<file path="src/rtl/matmul_stream_pkg.sv">
package matmul_stream_pkg;

  typedef enum logic [1:0] {
    PH_IDLE  = 2'd0,
    PH_LOAD  = 2'd1,
    PH_CALC  = 2'd2,
    PH_STORE = 2'd3
  } phase_t;

  typedef struct packed {
    logic loadEn;    // write the current input word into operand storage
    logic macEn;     // perform one multiply-accumulate step
    logic macFirst;  // first term of a dot product: start from zero
    logic macLast;   // last term: commit the sum into result storage
  } mmStrobe_t;

endpackage

</file>
<file path="src/rtl/matmul_stream_ctrl.sv">
module matmul_stream_ctrl
  import matmul_stream_pkg::*;
#(
  parameter int DIM = 4
) (
  input  logic                             clk,
  input  logic                             rst,
  input  logic                             startIn,
  input  logic                             inValid,
  input  logic                             outReady,
  output mmStrobe_t                        strobes,
  output logic [$clog2(2*DIM*DIM)-1:0]     ldIdx,
  output logic [$clog2(DIM)-1:0]           rowI,
  output logic [$clog2(DIM)-1:0]           colJ,
  output logic [$clog2(DIM)-1:0]           dotD,
  output logic [$clog2(DIM*DIM)-1:0]       outIdx,
  output logic                             inReady,
  output logic                             outValid,
  output logic                             outLast,
  output logic                             doneOut,
  output logic                             idleOut,
  output logic                             readyOut
);

  localparam int ELEMS  = DIM * DIM;
  localparam int DIM_W  = $clog2(DIM);
  localparam int ELEM_W = $clog2(ELEMS);
  localparam int LD_W   = $clog2(2 * ELEMS);
  localparam logic [DIM_W-1:0]  DIM_MAX  = DIM_W'(DIM - 1);
  localparam logic [LD_W-1:0]   LD_LAST  = LD_W'(2 * ELEMS - 1);
  localparam logic [ELEM_W-1:0] OUT_LAST = ELEM_W'(ELEMS - 1);

  phase_t phase;
  logic   doneQ;
  logic   readyQ;
  logic   loadHs;
  logic   storeHs;

  assign loadHs  = (phase == PH_LOAD) && inValid;
  assign storeHs = (phase == PH_STORE) && outReady;

  always_comb begin
    strobes          = '0;
    strobes.loadEn   = loadHs;
    strobes.macEn    = (phase == PH_CALC);
    strobes.macFirst = (phase == PH_CALC) && (dotD == '0);
    strobes.macLast  = (phase == PH_CALC) && (dotD == DIM_MAX);
  end

  always_ff @(posedge clk) begin
    if (rst) begin
      phase  <= PH_IDLE;
      ldIdx  <= '0;
      rowI   <= '0;
      colJ   <= '0;
      dotD   <= '0;
      outIdx <= '0;
      doneQ  <= 1'b0;
      readyQ <= 1'b0;
    end else begin
      doneQ  <= 1'b0;
      readyQ <= 1'b0;
      unique case (phase)
        PH_IDLE: begin
          if (startIn) begin
            phase  <= PH_LOAD;
            readyQ <= 1'b1;
            ldIdx  <= '0;
          end
        end
        PH_LOAD: begin
          if (loadHs) begin
            if (ldIdx == LD_LAST) begin
              phase <= PH_CALC;
              ldIdx <= '0;
              rowI  <= '0;
              colJ  <= '0;
              dotD  <= '0;
            end else begin
              ldIdx <= ldIdx + 1'b1;
            end
          end
        end
        PH_CALC: begin
          if (dotD == DIM_MAX) begin
            dotD <= '0;
            if (colJ == DIM_MAX) begin
              colJ <= '0;
              if (rowI == DIM_MAX) begin
                rowI   <= '0;
                phase  <= PH_STORE;
                outIdx <= '0;
              end else begin
                rowI <= rowI + 1'b1;
              end
            end else begin
              colJ <= colJ + 1'b1;
            end
          end else begin
            dotD <= dotD + 1'b1;
          end
        end
        PH_STORE: begin
          if (storeHs) begin
            if (outIdx == OUT_LAST) begin
              phase  <= PH_IDLE;
              outIdx <= '0;
              doneQ  <= 1'b1;
            end else begin
              outIdx <= outIdx + 1'b1;
            end
          end
        end
        default: phase <= PH_IDLE;
      endcase
    end
  end

  assign inReady  = (phase == PH_LOAD);
  assign outValid = (phase == PH_STORE);
  assign outLast  = (phase == PH_STORE) && (outIdx == OUT_LAST);
  assign idleOut  = (phase == PH_IDLE);
  assign doneOut  = doneQ;
  assign readyOut = readyQ;

endmodule

</file>
<file path="src/rtl/matmul_stream_datapath.sv">
module matmul_stream_datapath
  import matmul_stream_pkg::*;
#(
  parameter int DIM    = 4,
  parameter int DATA_W = 32
) (
  input  logic                             clk,
  input  logic                             rst,
  input  mmStrobe_t                        strobes,
  input  logic [$clog2(2*DIM*DIM)-1:0]     ldIdx,
  input  logic [$clog2(DIM)-1:0]           rowI,
  input  logic [$clog2(DIM)-1:0]           colJ,
  input  logic [$clog2(DIM)-1:0]           dotD,
  input  logic [$clog2(DIM*DIM)-1:0]       outIdx,
  input  logic [DATA_W-1:0]                inData,
  output logic [DATA_W-1:0]                outData
);

  localparam int ELEMS  = DIM * DIM;
  localparam int ELEM_W = $clog2(ELEMS);
  localparam int LD_W   = $clog2(2 * ELEMS);
  localparam logic [ELEM_W-1:0] DIM_E = ELEM_W'(DIM);

  logic [DATA_W-1:0] aMem [ELEMS];
  logic [DATA_W-1:0] bMem [ELEMS];
  logic [DATA_W-1:0] cMem [ELEMS];
  logic [DATA_W-1:0] acc;

  logic [ELEM_W-1:0] aAddr;
  logic [ELEM_W-1:0] bAddr;
  logic [ELEM_W-1:0] cAddr;
  logic [DATA_W-1:0] prod;
  logic [DATA_W-1:0] accNext;

  // Row-major addressing: A walks along a row, B walks down a column.
  assign aAddr = ELEM_W'(rowI) * DIM_E + ELEM_W'(dotD);
  assign bAddr = ELEM_W'(dotD) * DIM_E + ELEM_W'(colJ);
  assign cAddr = ELEM_W'(rowI) * DIM_E + ELEM_W'(colJ);

  // Low half of the product is identical for signed and unsigned operands.
  assign prod    = aMem[aAddr] * bMem[bAddr];
  assign accNext = (strobes.macFirst ? '0 : acc) + prod;

  always_ff @(posedge clk) begin
    if (rst) begin
      acc <= '0;
    end else if (strobes.macEn) begin
      acc <= accNext;
    end
  end

  // One register per storage word, each with its own decoded enable.
  for (genvar e = 0; e < ELEMS; e++) begin : g_store
    logic wrA;
    logic wrB;
    logic wrC;
    assign wrA = strobes.loadEn && (ldIdx == LD_W'(e));
    assign wrB = strobes.loadEn && (ldIdx == LD_W'(e + ELEMS));
    assign wrC = strobes.macLast && (cAddr == ELEM_W'(e));

    always_ff @(posedge clk) begin
      if (wrA) aMem[e] <= inData;
      if (wrB) bMem[e] <= inData;
      if (wrC) cMem[e] <= accNext;
    end
  end

  assign outData = cMem[outIdx];

endmodule

</file>
<file path="src/rtl/matmul_stream.sv">
module matmul_stream
  import matmul_stream_pkg::*;
#(
  parameter int DIM    = 4,
  parameter int DATA_W = 32
) (
  input  logic              clk,
  input  logic              rst,
  input  logic              startIn,
  output logic              doneOut,
  output logic              idleOut,
  output logic              readyOut,
  input  logic [DATA_W-1:0] inData,
  input  logic              inValid,
  output logic              inReady,
  output logic [DATA_W-1:0] outData,
  output logic              outValid,
  input  logic              outReady,
  output logic              outLast
);

  localparam int ELEMS  = DIM * DIM;
  localparam int DIM_W  = $clog2(DIM);
  localparam int ELEM_W = $clog2(ELEMS);
  localparam int LD_W   = $clog2(2 * ELEMS);

  mmStrobe_t         strobes;
  logic [LD_W-1:0]   ldIdx;
  logic [DIM_W-1:0]  rowI;
  logic [DIM_W-1:0]  colJ;
  logic [DIM_W-1:0]  dotD;
  logic [ELEM_W-1:0] outIdx;

  matmul_stream_ctrl #(.DIM(DIM)) u_ctrl (
    .clk      (clk),
    .rst      (rst),
    .startIn  (startIn),
    .inValid  (inValid),
    .outReady (outReady),
    .strobes  (strobes),
    .ldIdx    (ldIdx),
    .rowI     (rowI),
    .colJ     (colJ),
    .dotD     (dotD),
    .outIdx   (outIdx),
    .inReady  (inReady),
    .outValid (outValid),
    .outLast  (outLast),
    .doneOut  (doneOut),
    .idleOut  (idleOut),
    .readyOut (readyOut)
  );

  matmul_stream_datapath #(.DIM(DIM), .DATA_W(DATA_W)) u_dp (
    .clk     (clk),
    .rst     (rst),
    .strobes (strobes),
    .ldIdx   (ldIdx),
    .rowI    (rowI),
    .colJ    (colJ),
    .dotD    (dotD),
    .outIdx  (outIdx),
    .inData  (inData),
    .outData (outData)
  );

endmodule

</file>
<file path="config.mk">
export PLATFORM = sky130hd
export DESIGN_NAME = matmul_stream
export DESIGN_NICKNAME = d
export VERILOG_FILES = /design/src/rtl/matmul_stream_pkg.sv /design/src/rtl/matmul_stream_ctrl.sv /design/src/rtl/matmul_stream_datapath.sv /design/src/rtl/matmul_stream.sv
export SDC_FILE = /design/constraint.sdc
export NUM_CORES = 2
export LEC_CHECK = 0
export BUFFER_PORTS_ARGS = -buffer_cell sky130_fd_sc_hd__buf_2
export CAP_MARGIN = 20
export CORE_MARGIN = 5
export CORE_UTILIZATION = 43
export DETAILED_ROUTE_END_ITERATION = 10
export GPL_TIMING_DRIVEN = 0
export PLACE_DENSITY_LB_ADDON = 0.12
export SYNTH_ARGS = -nofsm -noshare
export SYNTH_HDL_FRONTEND = slang
export SYNTH_SLANG_ARGS = --single-unit
export TNS_END_PERCENT = 1
</file>
<file path="constraint.sdc">
create_clock -name clk -period 16.25 [get_ports clk]
set_clock_uncertainty 0.2 [all_clocks]
set_input_delay 1.625 -clock clk [delete_from_list [all_inputs] [get_ports clk]]
set_output_delay 1.625 -clock clk [all_outputs]
set_load 0.005 [all_outputs]
</file>
==> flow_results.org <==
** CTS
- Clock latency on the worst-skew pair, taken at its later pin, is between 0.8 and 0.9 ns.
- For this design, the sink count on the clock tree is approximately 1600.
- Maximum level of the CTS H-tree :: 4
- CTS tree :: done
- Post-CTS repair timing setup buffer count :: 0
- Maximum buffer depth of the clock tree :: 3
- CTS root buf :: clkbuf_16
- CTS buffer count :: roughly 170
- After clock tree synthesis, the clock-pin slew on the worst setup and hold paths is 0.06 ns.
- After clock tree synthesis, the flow added hold-fix buffers numbering 0.
- PostCTS Resize Cnt :: 0

** Job
- The tool flagged a number of max-cap violations equal to 0.

** Timing
- At the pin with the least slew margin, the transition time is about 1.5 ns.
- Setup violations remaining at the end of the flow were counted as 0.
- Dividing the final minimum period by the clock period gives 0.765.
- Tmin final :: 12.43 ns
- The number of max-slew violations in the final report was 0.
- In this run the tightest slew margin relative to its limit is 0.0167.
- Total count of hold-check failures in the final report :: 0
- Setup repair after global routing left no endpoint under its margin.
- Derived from the worst setup path, the maximum achievable clock frequency is a little over 80 MHz.
- Sum Neg Setup Slack :: 0 ns

** GRT
- Most used routing layer in global routing :: met2
- The initial antenna violation count came to 11.
- The first global-routing pass estimated 314000 um of wire.
- The number of global-route vias before repair came to about 42000.
- Global routing usage on met3 :: 0.0383
- Entering global routing, the biggest net connects 33 pins.
- In the global route stage, met2 resource usage came out at 0.389.
- Met1 track utilization from global routing :: 0.336
- Total overflow reported by the global router :: 0
- Gr usage total :: 0.236

** Route
- Total vias in the final route :: around 40000
- After detailed routing, the number of remaining DRC violations is 0.
- In the final routed layout, each cell accounts on average for 29.7 um.
- Overall routed net length :: roughly 220000 um
- The count of nets left with antenna violations once routing finished came out at 0.
- Number of optimization iterations in the first detailed-route pass :: 5
- Routed via count divided by cell count :: about 5.6
- After the first detailed-routing iteration, the DRC count stood at around 4100.

** Critical path
- Critical register-to-register path endpoint :: u_dp.acc[31]
- Standard cell with the maximum stage delay on the critical path :: clkbuf_1
- Startpoint of the worst register-to-register path :: u_ctrl.dotD[1]
- STA classifies the critical path startpoint as a flop.
- Along the worst path, the maximum fanout reaches 17.
- The setup check on the worst reg-to-reg path leaves a slack of 3.82 ns.
- STA classifies the critical path endpoint as a flop.
- Tracing the worst setup path back leads to its startpoint at u_ctrl.dotD[1].
- Critical Setup Path Class :: reg -> reg
- Sum of buffers and inverters on the critical path :: 9
- Cells on worst reg2reg path :: 31
- In this design, the critical path's most frequently occurring cell is fa_1.
- Endpoint required time on the critical path :: around 17 ns
- Cell family with the largest share of critical-path delay :: adder cells
- Data arrives at the worst endpoint at between 10 and 15 ns.
- Maximum cell stage delay along the critical path :: ~0.9 ns
- In this run the number of cells on the critical path is 31.

** Floorplan
- Floorplan die height :: approximately 430 um
- Top-Level Pins :: 75
- After floorplanning, the core was sized to cover ~180000 um^2.
- In this run the core area contains between 150 and 200 standard-cell rows.
- The initial utilization of the core area, before any placement, comes to 0.431.
- Total die area :: approximately 190000 um^2
- Measured along the x axis, the die boundary spans about 430 um.

** Placed design
- RePlAce Congestion :: a little under 0.9
- Once detailed placement completed, the half-perimeter wirelength came to about 160000 um.
- Cell Count Post-Placement :: a little over 7000
- Total of buffers placed on input and output ports :: 74

** Layout
- Synthesis-to-layout area growth :: 14.1%
- The final layout contains about 5500 nets.
- Fill cells in the final layout number ~15000.
- In the final layout, the share of cells above drive strength 1 is 0.205.
- The finished layout holds approximately 7400 standard cells, fillers aside.

** Synthesis
- Mean instance size in the synthesized netlist :: 17.0 um^2
- Among all flip-flop cells after synthesis, the most frequent one is edfxtp_1.
- Yosys mapped the design onto 64 distinct sky130hd cell types.
- After technology mapping, the gate count stands at about 4500.
- Of all flip-flops after synthesis, the portion carrying an async set or reset was 0.
- #FFs+latches synth :: ~1600
- Cell Area, Synth :: 76900 um^2
- Synthesized Nets :: slightly above 5000
- Share of the yosys chip area belonging to registers :: 0.614
- Post-synth EDFFs :: between 1500 and 2000
- During synthesis, Yosys emitted a total of 0 warnings.

** Min path
- Endpoint with the worst hold slack :: u_dp.acc[10]
- Along the worst hold path, the cell count comes to 2.
- Startpoint of the most critical hold path :: u_dp.acc[10]
- In this run the worst hold path is classified as reg -> reg.

** Outcome
- Status :: complete, no violations
-- cells in the mapped netlist, drive strengths merged (16+ instances only) --
cell type / n / area (um^2)
edfxtp: 1536 / 46100
nand2: 257 / 967
mux2i: 56 / 564
xnor2: 69 / 612
nor2: 412 / 1550
a22oi: 20 / 160
dfxtp: 55 / 1100
ha: 145 / 1810
xor2: 16 / 140
buf: 79 / 536
and2: 19 / 119
a22o: 25 / 219
fa: 438 / 8770
nand3: 19 / 95.1
a221oi: 25 / 274
mux4: 432 / 9740
clkbuf: 121 / 454
inv: 547 / 2060
a21oi: 40 / 200
or2: 31 / 194
nand2b: 37 / 231
o21ai: 25 / 125
-- kinds of logic after synthesis --
logic type                 count (synthesis)  synth area share
muxes                                    497             0.135
DFF                                     1591             0.614
buffers and inverters                    751            0.0398
adders and majority gates                583             0.138
AOI/OAI and AO/OA                        180            0.0174
xor gates and xnor gates                  87            0.0104
and+or+nand+nor                          826            0.0452
-- per-layer routing --
metal,wire length (um),share of wire
met2,107000,0.49
met4,4460,0.020
met1,93800,0.43
met5,24,0.00011
met3,13400,0.061
-- sequential cells by signal, summed over array words and instances, names as in the netlist, named ones only --
name	count
u_dp.aMem	512
u_dp.bMem	512
u_dp.cMem	512
u_dp.acc	32
u_ctrl.ldIdx	5
u_ctrl.outIdx	4
u_ctrl.colJ	2
u_ctrl.dotD	2
u_ctrl.phase	2
u_ctrl.rowI	2
u_ctrl.doneOut	1
u_ctrl.readyOut	1
-- worst max-delay path by stage --
stage	to	slack [ns]
finish	u_dp.acc[31]	3.82
global route	u_dp.acc[31]	3.09
CTS	u_dp.cMem[12][30]	3.35
detailed placement	u_dp.cMem[7][30]	3.40
global placement	u_dp.cMem[0][28]	2.87
floorplan	u_dp.acc[30]	6.93
-- cells in the final DEF (no fill, tap or decap), types with 40 or more instances in the layout --
master / n
a21oi_1: 40
buf_12: 44
buf_2: 104
buf_4: 41
clkbuf_1: 157
clkbuf_16: 166
clkinv_1: 48
dfxtp_1: 55
edfxtp_1: 1536
fa_1: 438
ha_1: 145
inv_1: 542
mux2i_1: 55
mux4_2: 428
nand2_1: 256
nor2_1: 372
nor2_4: 40
xnor2_1: 56
-- per-stage QoR --
stage	cell area (um^2)	util	hold slack, ns	setup WS [ns]
2_1_floorplan	76900	-	0.252	6.93
3_5_place_dp	82500	0.463	0.276	3.40
6_report	87700	0.492	0.292	3.82
4_1_cts	87600	0.492	0.291	3.35
5_1_grt	87700	0.492	0.317	3.09
3_3_place_gp	80200	0.450	0.266	2.87
-- worst min-delay path, cell delays in order (launching register included) --
cell	delay (ns)
dfxtp_1	0.32
mux2i_1	0.06
nor2_1	0.07
-- area by class of cell --
| type | instances | area, um^2 | share of cell area |
|---|---|---|---|
| sequential | 1591 | 47200 | 0.538 |
| multi-input combinational | 2173 | 27100 | 0.309 |
| clock buffer | 207 | 4360 | 0.0497 |
| tap | 2355 | 2950 | 0.0336 |
| timing repair buffer | 190 | 2230 | 0.0254 |
| inverter | 551 | 2070 | 0.0236 |
| buffer | 200 | 990 | 0.0113 |
| clock inverter | 92 | 811 | 0.00924 |
| antenna | 3 | 7.51 | 0.0000856 |
Power is not shown: default switching activity piles up to over one toggle a cycle in this logic, so the estimate is an artifact.
